===== src/rtl/mbox_pair_pkg.sv =====
package mbox_pair_pkg;
    localparam int MAX_CH   = 16;
    localparam int NUM_BANK = 2;
    localparam int ADDR_W   = 10;
    localparam int DATA_W   = 32;

    localparam logic [ADDR_W-1:0] CFG_ADDR = 10'h3F0;
    localparam logic [ADDR_W-1:0] REV_ADDR = 10'h3F4;

    typedef enum logic [1:0] {
        REG_CTRL   = 2'd0,
        REG_MASK   = 2'd1,
        REG_SETCLR = 2'd2,
        REG_STAT   = 2'd3
    } bank_reg_e;

    typedef struct packed {
        logic              rx_en;
        logic              tx_en;
        logic [MAX_CH-1:0] tx_mask;
        logic [MAX_CH-1:0] rx_mask;
        logic              rx_irq;
        logic              tx_irq;
    } proc_state_t;
endpackage


===== src/rtl/mbox_occ_flags.sv =====
module mbox_occ_flags
    import mbox_pair_pkg::*;
#(
    parameter int NUM_CH = 16
) (
    input  logic                             clk,
    input  logic                             rst_n,
    input  logic [NUM_BANK-1:0][MAX_CH-1:0]  set_req,
    input  logic [NUM_BANK-1:0][MAX_CH-1:0]  clr_req,
    output logic [NUM_BANK-1:0][MAX_CH-1:0]  occ
);
    localparam logic [MAX_CH-1:0] VALID = MAX_CH'((33'd1 << NUM_CH) - 33'd1);

    typedef struct packed {
        logic [NUM_BANK-1:0][MAX_CH-1:0] occ;
    } flag_state_t;

    flag_state_t st_d, st_q;

    // set is applied after clear, so a same-cycle set survives a clear
    always_comb begin
        st_d = st_q;
        for (int b = 0; b < NUM_BANK; b++) begin
            st_d.occ[b] = ((st_q.occ[b] & ~clr_req[b]) | set_req[b]) & VALID;
        end
    end

    always_ff @(posedge clk or negedge rst_n) begin
        if (!rst_n) st_q <= '0;
        else        st_q <= st_d;
    end

    assign occ = st_q.occ;

    for (genvar gb = 0; gb < NUM_BANK; gb++) begin : g_chk
        p_set_wins_r9: assert property (@(posedge clk) disable iff (!rst_n)
            (|(set_req[gb] & VALID)) |=>
            ((occ[gb] & $past(set_req[gb] & VALID)) == $past(set_req[gb] & VALID)));
        p_clear_r4: assert property (@(posedge clk) disable iff (!rst_n)
            (|(clr_req[gb] & ~set_req[gb])) |=>
            ((occ[gb] & $past(clr_req[gb] & ~set_req[gb])) == '0));
        p_hold_r4: assert property (@(posedge clk) disable iff (!rst_n)
            (set_req[gb] == '0 && clr_req[gb] == '0) |=> $stable(occ[gb]));
    end
endmodule


===== src/rtl/mbox_proc_regs.sv =====
module mbox_proc_regs
    import mbox_pair_pkg::*;
#(
    parameter int NUM_CH = 16
) (
    input  logic              clk,
    input  logic              rst_n,
    input  logic              ctrl_we,
    input  logic [DATA_W-1:0] ctrl_wdata,
    input  logic              mask_we,
    input  logic [DATA_W-1:0] mask_wdata,
    input  logic [MAX_CH-1:0] own_occ,
    input  logic [MAX_CH-1:0] peer_occ,
    output logic [DATA_W-1:0] ctrl_rd,
    output logic [DATA_W-1:0] mask_rd,
    output logic              rx_irq,
    output logic              tx_irq
);
    localparam logic [MAX_CH-1:0] VALID = MAX_CH'((33'd1 << NUM_CH) - 33'd1);

    proc_state_t st_d, st_q;

    always_comb begin
        st_d = st_q;
        if (ctrl_we) begin
            st_d.rx_en = ctrl_wdata[0];
            st_d.tx_en = ctrl_wdata[16];
        end
        if (mask_we) begin
            st_d.rx_mask = mask_wdata[MAX_CH-1:0];
            st_d.tx_mask = mask_wdata[2*MAX_CH-1:MAX_CH];
        end
        st_d.rx_irq = st_q.rx_en && (|(peer_occ & ~st_q.rx_mask & VALID));
        st_d.tx_irq = st_q.tx_en && (|(~own_occ & ~st_q.tx_mask & VALID));
    end

    always_ff @(posedge clk or negedge rst_n) begin
        if (!rst_n) begin
            st_q         <= '0;
            st_q.rx_mask <= '1;
            st_q.tx_mask <= '1;
        end else begin
            st_q <= st_d;
        end
    end

    assign ctrl_rd = {15'b0, st_q.tx_en, 15'b0, st_q.rx_en};
    assign mask_rd = {st_q.tx_mask, st_q.rx_mask};
    assign rx_irq  = st_q.rx_irq;
    assign tx_irq  = st_q.tx_irq;

    p_rx_needs_en_r5: assert property (@(posedge clk) disable iff (!rst_n)
        rx_irq |-> $past(st_q.rx_en));
    p_tx_off_r6: assert property (@(posedge clk) disable iff (!rst_n)
        !st_q.tx_en |=> !tx_irq);
    p_rx_masked_r7: assert property (@(posedge clk) disable iff (!rst_n)
        (st_q.rx_mask == '1) |=> !rx_irq);
    p_tx_all_busy_r6: assert property (@(posedge clk) disable iff (!rst_n)
        ((own_occ & VALID) == VALID) |=> !tx_irq);
endmodule


===== src/rtl/mbox_pair_ctrl.sv =====
module mbox_pair_ctrl
    import mbox_pair_pkg::*;
#(
    parameter int         NUM_CH    = 16,
    parameter logic [3:0] REV_MAJOR = 4'd1,
    parameter logic [3:0] REV_MINOR = 4'd0
) (
    input  logic              clk,
    input  logic              rst_n,
    input  logic              p0_we,
    input  logic [ADDR_W-1:0] p0_addr,
    input  logic [DATA_W-1:0] p0_wdata,
    output logic [DATA_W-1:0] p0_rdata,
    input  logic              p1_we,
    input  logic [ADDR_W-1:0] p1_addr,
    input  logic [DATA_W-1:0] p1_wdata,
    output logic [DATA_W-1:0] p1_rdata,
    output logic [1:0]        rx_irq,
    output logic [1:0]        tx_irq
);
    localparam int NPORT = 2;

    logic [NPORT-1:0]                  we;
    logic [NPORT-1:0][ADDR_W-1:0]      addr;
    logic [NPORT-1:0][DATA_W-1:0]      wdata;
    logic [NPORT-1:0][DATA_W-1:0]      rdata;

    logic [NUM_BANK-1:0][MAX_CH-1:0]   set_req, clr_req, occ;
    logic [NUM_BANK-1:0]               ctrl_we, mask_we;
    logic [NUM_BANK-1:0][DATA_W-1:0]   ctrl_wd, mask_wd, ctrl_rd, mask_rd;

    assign we    = {p1_we, p0_we};
    assign addr  = {p1_addr, p0_addr};
    assign wdata = {p1_wdata, p0_wdata};

    function automatic logic bank_hit(input logic [ADDR_W-1:0] a);
        return (a[ADDR_W-1:5] == '0) && (a[1:0] == 2'b00);
    endfunction

    // write decode; later port overrides earlier for control/mask
    always_comb begin
        set_req = '0;
        clr_req = '0;
        ctrl_we = '0;
        mask_we = '0;
        ctrl_wd = '0;
        mask_wd = '0;
        for (int p = 0; p < NPORT; p++) begin
            if (we[p] && bank_hit(addr[p])) begin
                case (bank_reg_e'(addr[p][3:2]))
                    REG_CTRL: begin
                        ctrl_we[addr[p][4]] = 1'b1;
                        ctrl_wd[addr[p][4]] = wdata[p];
                    end
                    REG_MASK: begin
                        mask_we[addr[p][4]] = 1'b1;
                        mask_wd[addr[p][4]] = wdata[p];
                    end
                    REG_SETCLR: begin
                        set_req[addr[p][4]]  = set_req[addr[p][4]]  | wdata[p][2*MAX_CH-1:MAX_CH];
                        clr_req[!addr[p][4]] = clr_req[!addr[p][4]] | wdata[p][MAX_CH-1:0];
                    end
                    default: ;
                endcase
            end
        end
    end

    mbox_occ_flags #(.NUM_CH(NUM_CH)) u_flags (
        .clk     (clk),
        .rst_n   (rst_n),
        .set_req (set_req),
        .clr_req (clr_req),
        .occ     (occ)
    );

    for (genvar gb = 0; gb < NUM_BANK; gb++) begin : g_bank
        mbox_proc_regs #(.NUM_CH(NUM_CH)) u_regs (
            .clk        (clk),
            .rst_n      (rst_n),
            .ctrl_we    (ctrl_we[gb]),
            .ctrl_wdata (ctrl_wd[gb]),
            .mask_we    (mask_we[gb]),
            .mask_wdata (mask_wd[gb]),
            .own_occ    (occ[gb]),
            .peer_occ   (occ[NUM_BANK-1-gb]),
            .ctrl_rd    (ctrl_rd[gb]),
            .mask_rd    (mask_rd[gb]),
            .rx_irq     (rx_irq[gb]),
            .tx_irq     (tx_irq[gb])
        );
    end

    always_comb begin
        for (int p = 0; p < NPORT; p++) begin
            rdata[p] = '0;
            if (bank_hit(addr[p])) begin
                case (bank_reg_e'(addr[p][3:2]))
                    REG_CTRL: rdata[p] = ctrl_rd[addr[p][4]];
                    REG_MASK: rdata[p] = mask_rd[addr[p][4]];
                    REG_STAT: rdata[p] = {{(DATA_W-MAX_CH){1'b0}}, occ[addr[p][4]]};
                    default:  rdata[p] = '0;
                endcase
            end else if (addr[p] == CFG_ADDR) begin
                rdata[p] = DATA_W'(NUM_CH);
            end else if (addr[p] == REV_ADDR) begin
                rdata[p] = {24'b0, REV_MAJOR, REV_MINOR};
            end
        end
    end

    assign p0_rdata = rdata[0];
    assign p1_rdata = rdata[1];

    p_reset_quiet_r1: assert property (@(posedge clk) disable iff (!rst_n)
        $rose(rst_n) |-> (rx_irq == 2'b00 && tx_irq == 2'b00));
endmodule


===== config.mk =====
export PLATFORM = sky130hd
export DESIGN_NAME = mbox_pair_ctrl
export DESIGN_NICKNAME = d
export VERILOG_FILES = /design/src/rtl/mbox_pair_pkg.sv /design/src/rtl/mbox_occ_flags.sv /design/src/rtl/mbox_proc_regs.sv /design/src/rtl/mbox_pair_ctrl.sv
export SDC_FILE = /design/constraint.sdc
export NUM_CORES = 1
export LEC_CHECK = 0
export CORE_MARGIN = 10
export CORE_UTILIZATION = 42
export DETAILED_ROUTE_END_ITERATION = 8
export DONT_BUFFER_PORTS = 1
export HOLD_SLACK_MARGIN = 0.06
export PLACE_DENSITY_LB_ADDON = 0.05
export SLEW_MARGIN = 30
export SYNTH_ARGS = -nofsm -noshare
export SYNTH_HDL_FRONTEND = slang
export SYNTH_SLANG_ARGS = --single-unit

===== constraint.sdc =====
create_clock -name clk -period 3.1 [get_ports clk]
set_input_delay 0.155 -clock clk [delete_from_list [all_inputs] [get_ports clk]]
set_output_delay 0.155 -clock clk [all_outputs]
set_load 0.005 [all_outputs]

* Word level (Yosys, flattened, before mapping) *
Cells that the tools add are included.

cells by class
  order comparisons = 8
  equality and inequality tests = 10
  multiplexer cells = 70
  bitwise operators = 25
  reduce and logical (&&, ||, !) cells = 24

operators by type and width
  kind                                                                   count
  32-bit 2-to-1 mux                                                      18
  64-bit 2-to-1 mux                                                      6
  16-bit 2-to-1 mux                                                      14
  32-bit case mux with 3 select lines                                    2
  64-bit bitwise mux                                                     2
  16-bit NOT                                                             8
  49-bit 2-to-1 mux                                                      2
  16-bit bitwise AND                                                     6
  16-bit bitwise OR                                                      6
  32-bit bitwise AND                                                     2
  64-bit bitwise AND                                                     1
  32-bit bitwise mux                                                     2
  16-bit demux with 1-bit select                                         4
  32-bit demux with 1-bit select                                         2
  16-bit OR reduction                                                    4
  10-bit == test (second input constant)                                 4
  17-bit 2-to-1 mux                                                      2
  5-bit 2-to-1 mux                                                       4
  2-bit 2-to-1 mux                                                       8
  1-bit logical AND                                                      12
  5-bit logical NOT                                                      2
  2-bit == test (second input constant)                                  4
  2-bit logical NOT                                                      4
  1-bit by 2-bit < comparator with 1-bit output (second input constant)  4
  6 further kinds                                                        14

storage, ports and cells
  bits in registers = 104
  input bits = 88
  output and inout port bits = 68
  word-level logic and storage cells = 151

* Logic depth before layout (Yosys ltp) *
Gate-level depths: netlist of the first run.

  depth in word-level cells = 17
  gate-level depth with buffers = 9
  depth with buffers taken out = 5

* Modules after synthesis *
Synthesis of the first run repeated with hierarchy kept, for this count alone.

second synthesis, totals
  cell total of the unflattened synthesis = 1186
  area total of the unflattened synthesis = 10189.8 um2

by module, submodules not included
  module          times used  cells an instance  area each (um2)  seq. area each (um2)
  mbox_pair_ctrl  1           796                5447.7           0.0
  mbox_proc_regs  2           147                1790.5           940.9
  mbox_occ_flags  1           96                 1161.1           800.8

* Least setup slack after synthesis of the first run *
OpenSTA, ideal clock, no wires.

  path type = input -> register
  start = input port p1_addr[5]
  end = register g_bank[0].u_regs.st_q (netlist bit g_bank[0].u_regs.ctrl_rd[0])
  library setup time = 0.125 ns
  data arrival time = 1.968 ns
  setup slack = 1.007 ns
  stages = 5
  path through = or4_4 -> or4_4 -> buf_2 -> nor4b_2 -> mux2_2

between the ends
  longest elaborated chain between the ends = 4
  elaborated cells on any way between the ends = 5
  those cells by class = 2 x mux; 3 x reduce/logical

ends and longest elaborated chain
  item                                                          RTL line              source
  start, declared                                               mbox_pair_ctrl.sv:15  input logic [ADDR_W-1:0] p1_addr,
  5-bit logical NOT *                                           mbox_pair_ctrl.sv:37  return (a[ADDR_W-1:5] == '0) && (a[1:0] == 2'b00);
  1-bit logical AND *                                           mbox_pair_ctrl.sv:37
  1-bit logical AND *                                           mbox_pair_ctrl.sv:49  if (we[p] && bank_hit(addr[p])) begin
  49-bit 2-to-1 mux / 2-bit 2-to-1 mux (equally long branches)  mbox_pair_ctrl.sv:49
  end signal, assigned                                          mbox_proc_regs.sv:43  st_q <= st_d;
  end, declared                                                 mbox_proc_regs.sv:21  proc_state_t st_d, st_q;

Mark *: on every way between the ends. The rest lies on a longest branch, timed or not.
A chain may end at the register's enable or synchronous reset.

* Final worst setup path of the first run *
  start = input port p1_addr[5]
  end = output port p1_rdata[10]

between the ends
  longest elaborated chain between the ends = 3

ends and longest elaborated chain
  item               RTL line              source
  5-bit logical NOT  mbox_pair_ctrl.sv:37
  1-bit logical AND  mbox_pair_ctrl.sv:37
  32-bit 2-to-1 mux  mbox_pair_ctrl.sv:97  if (bank_hit(addr[p])) begin
  end, declared      mbox_pair_ctrl.sv:17  output logic [DATA_W-1:0] p1_rdata,

Every way passes these cells.

==> results of run 1 <==
cells by family after synthesis:
kind of cell,Yosys count
buffers and inverters,107
multiplexers,103
AND/OR/NAND/NOR,183
AO/OA/AOI/OAI,227
flip-flops,104
XOR/XNOR,1
Yosys cell counts, types with 2 or more instances:
cell type / count / share of area (%)
nor3_1: 3 / 0.22
nor3_4: 2 / 0.47
buf_4: 6 / 0.65
dfrtp_1: 40 / 14
mux4_2: 21 / 6.8
mux2_2: 5 / 0.81
a221oi_1: 43 / 5.4
nor3b_1: 4 / 0.43
and2_1: 3 / 0.27
a31oi_1: 4 / 0.36
nor2b_1: 7 / 0.63
buf_6: 2 / 0.32
a221o_1: 31 / 4.5
and3_1: 17 / 1.5
nand3_1: 11 / 0.79
buf_1: 4 / 0.22
inv_1: 40 / 2.2
or4_4: 2 / 0.32
mux2i_1: 77 / 11
o22ai_1: 32 / 2.9
nor4_1: 6 / 0.54
a211oi_1: 11 / 1.2
dfstp_2: 64 / 24
clkbuf_1: 43 / 2.3
o21ai_0: 2 / 0.14
nor2_1: 113 / 6.1
a21oi_1: 68 / 4.9
buf_2: 11 / 0.79
a22oi_1: 32 / 3.5
nand2_1: 5 / 0.27
nand4_1: 3 / 0.27
worst min path at each step:
stage / startpoint / end / slack, ns / cells past startpoint
after floorplan: rst_n / g_bank[0].u_regs.ctrl_rd[0] / -0.14 / 0
after global placement: rst_n / u_flags.occ[24] / -0.14 / 0
after detailed placement: rst_n / g_bank[0].u_regs.ctrl_rd[0] / -0.13 / 0
after CTS: p0_wdata[16] / g_bank[0].u_regs.ctrl_rd[16] / 0.07 / 2
after global routing: p1_addr[4] / u_flags.occ[30] / 0.07 / 3
final: p0_wdata[16] / g_bank[0].u_regs.ctrl_rd[16] / 0.07 / 2
worst max-delay path: stages:
cell and delay, ns:
or4_4 0.52, nor4_2 0.15, buf_4 0.19, nand2_1 0.46, a211oi_1 0.70
cell usage in the layout, fill, tap and decap left out, types with 6 or more instances in the layout:
cell type	netlist	layout
nor2_1	113	112
dlygate4sd3_1	0	98
mux2i_1	77	77
a21oi_1	68	68
dfstp_2	64	64
a221oi_1	43	43
inv_1	40	40
dfrtp_1	40	40
a22oi_1	32	32
o22ai_1	32	32
a221o_1	31	31
mux4_2	21	21
buf_4	6	18
and3_1	17	17
a211oi_1	11	11
nand3_1	11	9
clkbuf_16	0	9
nor4_1	6	6
layout make-up:
type / count / share of cell area [%]
inverters: 41 / 1.84
clock inverters: 6 / 0.537
flip-flops and latches: 104 / 32.0
clock buffers: 10 / 2.73
repair buffers: 117 / 13.6
multi-input cells: 514 / 46.0
well taps: 216 / 3.22
sequential cells by signal (all words and copies together), names as in the netlist:
name	count
g_bank.u_regs.tx_irq	2
u_flags.occ	32
g_bank.u_regs.rx_irq	2
g_bank.u_regs.mask_rd	64
g_bank.u_regs.ctrl_rd	4
layer usage:
layer  global-route usage, %  vias to the layer above
met5                       0                        -
met4                    7.53                        0
met3                    6.89                       40
met2                    41.2                      412
met1                    37.0                     3515
li1                        -                     2905
power by group:
| part | leakage, nW | internal [mW] | switching [mW] | total (mW) |
|---|---|---|---|---|
| Sequential | 1.06 | 1.44 | 0.0743 | 1.51 |
| Clock | 0.132 | 0.551 | 0.564 | 1.11 |
| Combinational | 1.99 | 0.201 | 0.181 | 0.382 |
metrics by stage:
| step | utilization (%) | area (um2) | cells |
|---|---|---|---|
| after floorplan | - | 6960 | 725 |
| after global placement | 44.2 | 7100 | 893 |
| after detailed placement | 44.2 | 7100 | 893 |
| after CTS | 52.2 | 8380 | 1008 |
| after global routing | 52.2 | 8380 | 1008 |
| final | 52.2 | 8380 | 1008 |
what timing repair did:
action                                 4_1_cts  5_1_grt
setup endpoints to repair                    0        0
endpoints found under the hold margin      204        0
hold buffers                                99        0
==> impl_metrics.json, run 1 <==
{
  "ios": 156,
  "seq_area_frac_synth_pct": 38.6,
  "final_nets": 875,
  "p_per_area_mw_per_mm2": 359,
  "grt_overflow": 0,
  "reg2reg_to": "g_bank[1].u_regs.rx_irq",
  "fin_crit_ns": 2.35,
  "drc": 0,
  "worst_slack_ns": 0.755,
  "async_reset_ff_share_pct": 100,
  "hpwlAfterDp_um": 21000,
  "dr.max_layer_used": "met4",
  "hold_path_class": "in -> reg",
  "dr_wl_met3_um": 3110,
  "die_w_um": 149,
  "grt_pass1_wl_um": 45100,
  "num_antenna_cells": 0,
  "yosysWarnings": 0,
  "dr.pass1.iters": 5,
  "netlist_instances": 725,
  "power_mw": 3.01,
  "seq_area_mm2": 0.00268,
  "fillers": 1457,
  "cts_setup_buffers": 0,
  "finalCritPeriodShare_pct": 75.6,
  "port_buffers": 0,
  "synth_compound_area_share_pct": 23.3,
  "routedWlPerCell_um": 30.0,
  "clock-sinks": 104,
  "syn_to_final_growth_pct": 20.5,
  "max_slew_margin_pct": 48.1,
  "synthMuxAreaShare_pct": 18.7,
  "hold_viol": 0,
  "rsz0062_at_grt": "false",
  "multi_input_area_mm2": 0.00386,
  "synth_edf_count": 0,
  "antenna_found_initial": 0,
  "synth_nets": 813,
  "synth_cell_types": 44,
  "finalSetupViolations": 0,
  "status": "completed",
  "fin_hold_ws_ns": 0.0722,
  "drv_slew": 0,
  "cts.htree.levels": 3,
  "num_vias": 6872,
  "worst_pin_slew_ns": 0.776,
  "synthSimpleGateAreaFrac_pct": 12.8,
  "crit_fanout": 12,
  "ant_nets": 0,
  "cap_violations": 0,
  "gp_congestion": 0.981,
  "arrival_ns": 2.19,
  "worstSetupEndpointType": "primary output",
  "wl_met1_um": 12700,
  "tns_ns": 0,
  "synthAdderAreaFrac_pct": 0,
  "place_ws_ns": 0.704,
  "r2r-start": "u_flags.occ[4]",
  "first_global_vias": 6752,
  "routed_wl_um": 30300,
  "p_leak_nw": 3.18,
  "numCtsBuffers": 9,
  "critPathLaunch": "p1_addr[5]",
  "synth_ff_type": "dfstp_2",
  "clock_latency_ns": 0.37,
  "synthXorXnorAreaFrac_pct": 0.126,
  "cts_max_path_buffers": 2,
  "vdd_drop_max_mv": 0.248,
  "startpoint_type": "input port",
  "synthesis.area_mm2": 0.00696,
  "grt_max_degree": 105,
  "vias_per_cell": 6.82,
  "fmax_mhz": 426,
  "reg2reg_slack_ns": 1.48,
  "drt_iter0_drc": 728,
  "synth_top_family_by_area": "compound AO/OA/AOI/OAI gates",
  "track_usage_pct": 27.0,
  "start_util_pct": 43.3,
  "clockRootBuffer": "clkbuf_16",
  "die_area_mm2": 0.0221,
  "cts_tree": "built",
  "required_ns": 2.94,
  "r2r_cells": 4,
  "rows": 46,
  "fin_skew_ns": 0.0111,
  "criticalPathCategory": "in -> out",
  "endpoint": "p1_rdata[10]",
  "layout-drive-gt1-share_pct": 17.6,
  "postCtsResizedCells": 0,
  "core_mm2": 0.0161,
  "chipHeight_um": 149,
  "clk_pin_slew_worst_paths_ns": 0.07,
  "synth-seq-cells": 104,
  "syn_avg_cell_area_um2": 9.60,
  "wl_met2_um": 13900
}
Power figures use the tool's default switching activity.
==> run 2: changes to the inputs <==
--- a/config.mk
+++ b/config.mk
@@ -5,6 +5,7 @@
 export SDC_FILE = /design/constraint.sdc
 export NUM_CORES = 1
 export LEC_CHECK = 0
+export ABC_AREA = 1
 export CORE_MARGIN = 10
 export CORE_UTILIZATION = 42
 export DETAILED_ROUTE_END_ITERATION = 8
==> constraint.sdc (replaced) <==
create_clock -name clk -period 2 [get_ports clk]
set_input_delay 0.1 -clock clk [delete_from_list [all_inputs] [get_ports clk]]
set_output_delay 0.1 -clock clk [all_outputs]
set_load 0.005 [all_outputs]
==> impl_metrics.json, run 2 <==
{
  "finalSetupViolations": 0,
  "routedWlPerCell_um": 23.6,
  "cts_setup_buffers": 0,
  "synth_edf_count": 0,
  "p_clk_share_pct": 38.7,
  "synth_cell_types": 34,
  "die_w_um": 160,
  "drt_iter0_drc": 1215,
  "max_slew_margin_pct": 40.4,
  "clk_pin_slew_worst_paths_ns": 0.09,
  "ys_top_cells_by_count": "nand2_1, nand3_1, nor2_1",
  "syn_to_final_growth_pct": 22.8,
  "yosysWarnings": 0,
  "violations": "hold timing",
  "ios": 156,
  "largest_reg_flops": 64,
  "cts_tree": "built",
  "swShare_pct": 30.7,
  "dr.pass1.iters": 8,
  "power_frac_seq_pct": 47.8,
  "final_cell_mix": "nand2_1, nand3_1, nor2_1, inv_1, dlygate4sd3_1",
  "hpwlAfterDp_um": 26000,
  "track_usage_pct": 30.0,
  "synth_nets": 1416,
  "layout-drive-gt1-share_pct": 12.7,
  "arrival_ns": 1.77,
  "p_int_mw": 3.35,
  "core_mm2": 0.0194,
  "vias_per_cell": 5.95,
  "fin_crit_ns": 1.87,
  "fillers": 2040,
  "status": "finished, violations left",
  "syn_avg_cell_area_um2": 6.22,
  "grt_overflow": 0,
  "port_buffers": 0,
  "vdd_drop_max_mv": 0.374,
  "postCtsHoldBufs": 105,
  "ant_nets": 0,
  "routed_wl_um": 40000,
  "rows": 51,
  "power.switching_mw": 1.48,
  "required_ns": 1.90,
  "gp_congestion": 0.916,
  "antenna_found_initial": 1,
  "num_vias": 10116,
  "fin_skew_ns": 0.0113,
  "p_leak_nw": 4.22,
  "tns_ns": 0,
  "yosys.area.top_type": "dfstp_2",
  "synthesis.area_mm2": 0.00826,
  "yosysMostFrequentCell": "nand2_1",
  "final_nets": 1517,
  "async_reset_ff_share_pct": 100,
  "criticalPathCategory": "in -> out",
  "seq_area_frac_synth_pct": 32.5,
  "netlist_instances": 1328,
  "p_per_area_mw_per_mm2": 476,
  "worst_pin_slew_ns": 0.890,
  "clock-sinks": 104,
  "die_area_mm2": 0.0257,
  "startpoint_type": "input port",
  "finish.utilization_pct": 52.3,
  "grt_pass1_wl_um": 60200,
  "grt_max_degree": 105,
  "fmax_mhz": 535,
  "synthTopCellsByArea": "dfstp_2, nand2_1, dfrtp_1, nand3_1, nor2_1",
  "numCtsBuffers": 9,
  "first_global_vias": 9436,
  "pwr-share-comb_pct": 13.5,
  "start_util_pct": 42.6,
  "hold_path_class": "in -> async",
  "cts_max_path_buffers": 2,
  "drv_slew": 0,
  "rsz0062_at_grt": "false",
  "hold_viol": 104,
  "synth_ff_type": "dfstp_2",
  "synth-seq-cells": 104,
  "clockRootBuffer": "clkbuf_16",
  "crit_fanout": 18,
  "cts.htree.levels": 3,
  "worstSetupEndpointType": "primary output",
  "chipHeight_um": 160,
  "layout_commonest_cell": "nand2_1",
  "cap_violations": 0,
  "drc": 0,
  "finalCritPeriodShare_pct": 93.5,
  "synth_top_area_share_pct": 20.4,
  "clock_latency_ns": 0.37,
  "fin_hold_ws_ns": -0.579
}
## run 2: cell count changes in the layout (fill, tap and decap cells not counted), sizes merged, moves of 31 or more
cell | before | now
nand3 | 11 | 149
nand4 | 3 | 49
nand2 | 5 | 408
a221o | 31 | 0
inv | 41 | 135
mux2i | 77 | 0
a221oi | 43 | 0
o21ai | 2 | 54
buf | 19 | 74
## run 2: repair_timing
| action | CTS | global route |
|---|---|---|
| hold endpoints to repair | 203 | 104 |
| resized for setup | 0 | 3 |
| endpoints found under the setup margin | 0 | 8 |
## run 2: logic make-up (layout without fill, tap and decap cells)
family	Yosys count	count (layout)	synth area share [%]
AO/OA/AOI/OAI	228	228	16.3
buffers and inverters	222	328	11.1
flip-flops	104	104	32.5
other	0	1	0
AND/OR/NAND/NOR	774	774	40.1
## run 2: through the flow
step                setup slack (ns)  cells  hold slack [ns]  total power [mW]  cell area [um2]
floorplan                      0.715   1328           -0.196              2.63             8260
global placement               0.288   1577           -0.189              2.76             8760
detailed placement             0.219   1577           -0.190              2.76             8760
CTS                           0.0824   1698           -0.593              4.84            10100
global route                  0.0323   1700           -0.602              4.99            10100
finish                         0.130   1700           -0.579              4.83            10100
## run 2: routing by layer
layer  GRT usage [%]  routed length, um  up-vias  part of all wire (%)
met4            9.35               1220        0                   3.0
met1            40.6              16700     4780                    42
met3            7.74               4750       74                    12
met5               0                  0        -                     0
met2            45.8              17400      643                    43
li1                -                  -     4619                     -
## run 2: final timing paths
| kind | startpoint | end | slack, ns | cells after the start |
|---|---|---|---|---|
| setup / recovery | p0_addr[4] | p0_rdata[16] | 0.13 | 5 |
| hold / removal | rst_n | g_bank[0].u_regs.ctrl_rd[16] | -0.58 | 0 |
| setup reg to reg | g_bank[1].u_regs.mask_rd[30] | g_bank[1].u_regs.tx_irq | 0.37 | 4 |
| hold reg to reg | g_bank[0].u_regs.mask_rd[5] | g_bank[0].u_regs.mask_rd[5] | 0.51 | 2 |
| max in group asynchronous | rst_n | g_bank[1].u_regs.mask_rd[2] | 2.29 | 0 |
| min in group clk | p1_we | u_flags.occ[11] | 0.07 | 5 |
## run 2: area by class of cell
type / count / area [um2] / area share [%]
Sequential cell: 104 / 2680 / 26.4
Multi-Input combinational cell: 1002 / 4680 / 46.1
Tap cell: 265 / 332 / 3.27
Clock inverter: 6 / 62.6 / 0.617
Timing Repair Buffer: 179 / 1650 / 16.3
Antenna cell: 1 / 2.50 / 0.0247
Clock buffer: 10 / 229 / 2.26
Inverter: 133 / 503 / 4.96
## run 2: worst max-delay path, stage by stage
cell and delay, ns:
dlygate4sd3_1 0.78, nor2_1 0.43, a22oi_1 0.16, a21oi_1 0.16, buf_4 0.13
## run 2: power by group through the flow
stage               combinational [mW]  sequential [mW]  clock [mW]
CTS                              0.633             2.31        1.90
global placement                 0.414             2.34           0
floorplan                        0.342             2.29           0
finish                           0.652             2.31        1.87
global route                     0.703             2.32        1.97
detailed placement               0.418             2.34           0
==> run 3: changes to the inputs <==
==> constraint.sdc (replaced) <==
create_clock -name clk -period 1.5 [get_ports clk]
set_input_delay 0.075 -clock clk [delete_from_list [all_inputs] [get_ports clk]]
set_output_delay 0.075 -clock clk [all_outputs]
set_load 0.005 [all_outputs]
==> impl_metrics.json, run 3 (synthesis results as in run 2) <==
{
  "endpoint": "p1_rdata[15]",
  "port_buffers": 0,
  "first_global_vias": 9452,
  "final_nets": 1589,
  "grt_max_degree": 105,
  "worst_pin_slew_ns": 0.778,
  "required_ns": 1.42,
  "r2r_cells": 5,
  "max_slew_margin_pct": 48.0,
  "dp.cells": 1638,
  "rsz0062_at_grt": "true",
  "drv_slew": 0,
  "ios": 156,
  "stdcell_area_mm2": 0.0109,
  "crit_fanout": 4,
  "clock-sinks": 104,
  "die_w_um": 160,
  "r2r-start": "g_bank[0].u_regs.mask_rd[23]",
  "routedWlPerCell_um": 23.7,
  "numCtsBuffers": 9,
  "dr.pass1.iters": 6,
  "critPathLaunch": "u_flags.occ[31]",
  "clockRootBuffer": "clkbuf_16",
  "syn_to_final_growth_pct": 32.5,
  "finalSetupViolations": 2,
  "chipHeight_um": 160,
  "fin_skew_ns": 0.0136,
  "fmax_mhz": 654,
  "layout-drive-gt1-share_pct": 23.2,
  "routed_wl_um": 42000,
  "drc": 0,
  "clk_pin_slew_worst_paths_ns": 0.09,
  "arrival_ns": 1.45,
  "postCtsHoldBufs": 75,
  "vias_per_cell": 5.92,
  "track_usage_pct": 31.1,
  "gp_congestion": 0.965,
  "worstSetupEndpointType": "primary output",
  "fin_crit_ns": 1.53,
  "hold_path_class": "in -> async",
  "grt_overflow": 0,
  "ant_nets": 0,
  "vdd_drop_max_mv": 0.492,
  "core_mm2": 0.0194,
  "criticalPathCategory": "reg -> out",
  "largest_reg_flops": 64,
  "layout_commonest_cell": "nand2_1",
  "startpoint_type": "flip-flop",
  "cts_max_path_buffers": 2,
  "finalCritPeriodShare_pct": 102,
  "violations": "hold timing, setup timing",
  "start_util_pct": 42.6,
  "antenna_found_initial": 1,
  "cts.htree.levels": 3,
  "rows": 51,
  "grt_pass1_wl_um": 61900,
  "place_area_mm2": 0.00937,
  "reg2reg_slack_ns": 0,
  "num_vias": 10501,
  "fin_hold_ws_ns": -0.614,
  "reg2reg_to": "g_bank[0].u_regs.tx_irq",
  "cts_tree": "built",
  "final_cell_mix": "nand2_1, buf_4, nand3_1, nor2_1, inv_1",
  "hold_viol": 104,
  "status": "finished, violations left",
  "cap_violations": 0,
  "p_per_area_mw_per_mm2": 612,
  "stdcell_count": 1773,
  "worst_slack_ns": -0.0287,
  "drt_iter0_drc": 1398,
  "p_leak_nw": 4.56,
  "clock_latency_ns": 0.38,
  "die_area_mm2": 0.0257,
  "hpwlAfterDp_um": 28400
}
run 3: how the worst min path moves through the flow:
stage	end	slack (ns)	cells past startpoint
after global placement	g_bank[1].u_regs.ctrl_rd[0]	-0.22	0
final	u_flags.occ[3]	-0.61	0
after global routing	u_flags.occ[3]	-0.63	0
after floorplan	g_bank[0].u_regs.ctrl_rd[0]	-0.22	0
after CTS	g_bank[1].u_regs.ctrl_rd[0]	-0.62	0
after detailed placement	g_bank[1].u_regs.ctrl_rd[0]	-0.21	0
run 3: timing repair:
item	CTS	global route
hold endpoints to repair	204	104
setup buffers	21	28
pin swaps	11	35
setup endpoints to repair	21	37
resized for setup	17	77
run 3: area by class of cell:
type / count / area, um2
Fill cell: 1987 / 8460
Timing Repair Buffer: 251 / 2260
Antenna cell: 2 / 5.00
Sequential cell: 104 / 2700
Clock buffer: 10 / 239
Multi-Input combinational cell: 1002 / 4850
Tap cell: 265 / 332
Clock inverter: 6 / 66.3
Inverter: 133 / 500
run 3: where the power goes:
part / internal [mW] / leakage, nW / switching [mW] / total [mW]
logic: 0.426 / 3.29 / 0.628 / 1.05
clock network: 1.23 / 0.148 / 1.34 / 2.58
registers: 2.95 / 1.12 / 0.119 / 3.06
total: 4.61 / 4.56 / 2.09 / 6.70
run 3: worst max-delay path: stages (launching register included):
cell and delay (ns):
dfrtp_1 0.43, inv_1 0.08, a21oi_1 0.12, o21ai_1 0.08, a31oi_1 0.22, buf_4 0.16
run 3: per-layer routing:
| metal | vias up | GRT usage (%) | wire length [um] |
|---|---|---|---|
| met5 | - | 0 | 13 |
| met4 | 2 | 6.51 | 953 |
| met3 | 89 | 10.2 | 5420 |
| met2 | 708 | 46.1 | 18100 |
| met1 | 4929 | 43.2 | 17500 |
| li1 | 4773 | - | - |
run 3: stage by stage:
stage | TNS (ns) | util (%) | power, mW | setup WS, ns | hold WS, ns
5_1_grt | -0.477 | 56.4 | 6.88 | -0.0542 | -0.629
3_5_place_dp | -0.0179 | 48.3 | 3.76 | -0.0179 | -0.215
6_report | -0.0483 | 56.4 | 6.70 | -0.0287 | -0.614
2_1_floorplan | 0 | - | 3.51 | 0.240 | -0.221
4_1_cts | -0.0893 | 54.6 | 6.60 | -0.0407 | -0.620
3_3_place_gp | -0.0845 | 48.3 | 3.76 | -0.0276 | -0.215
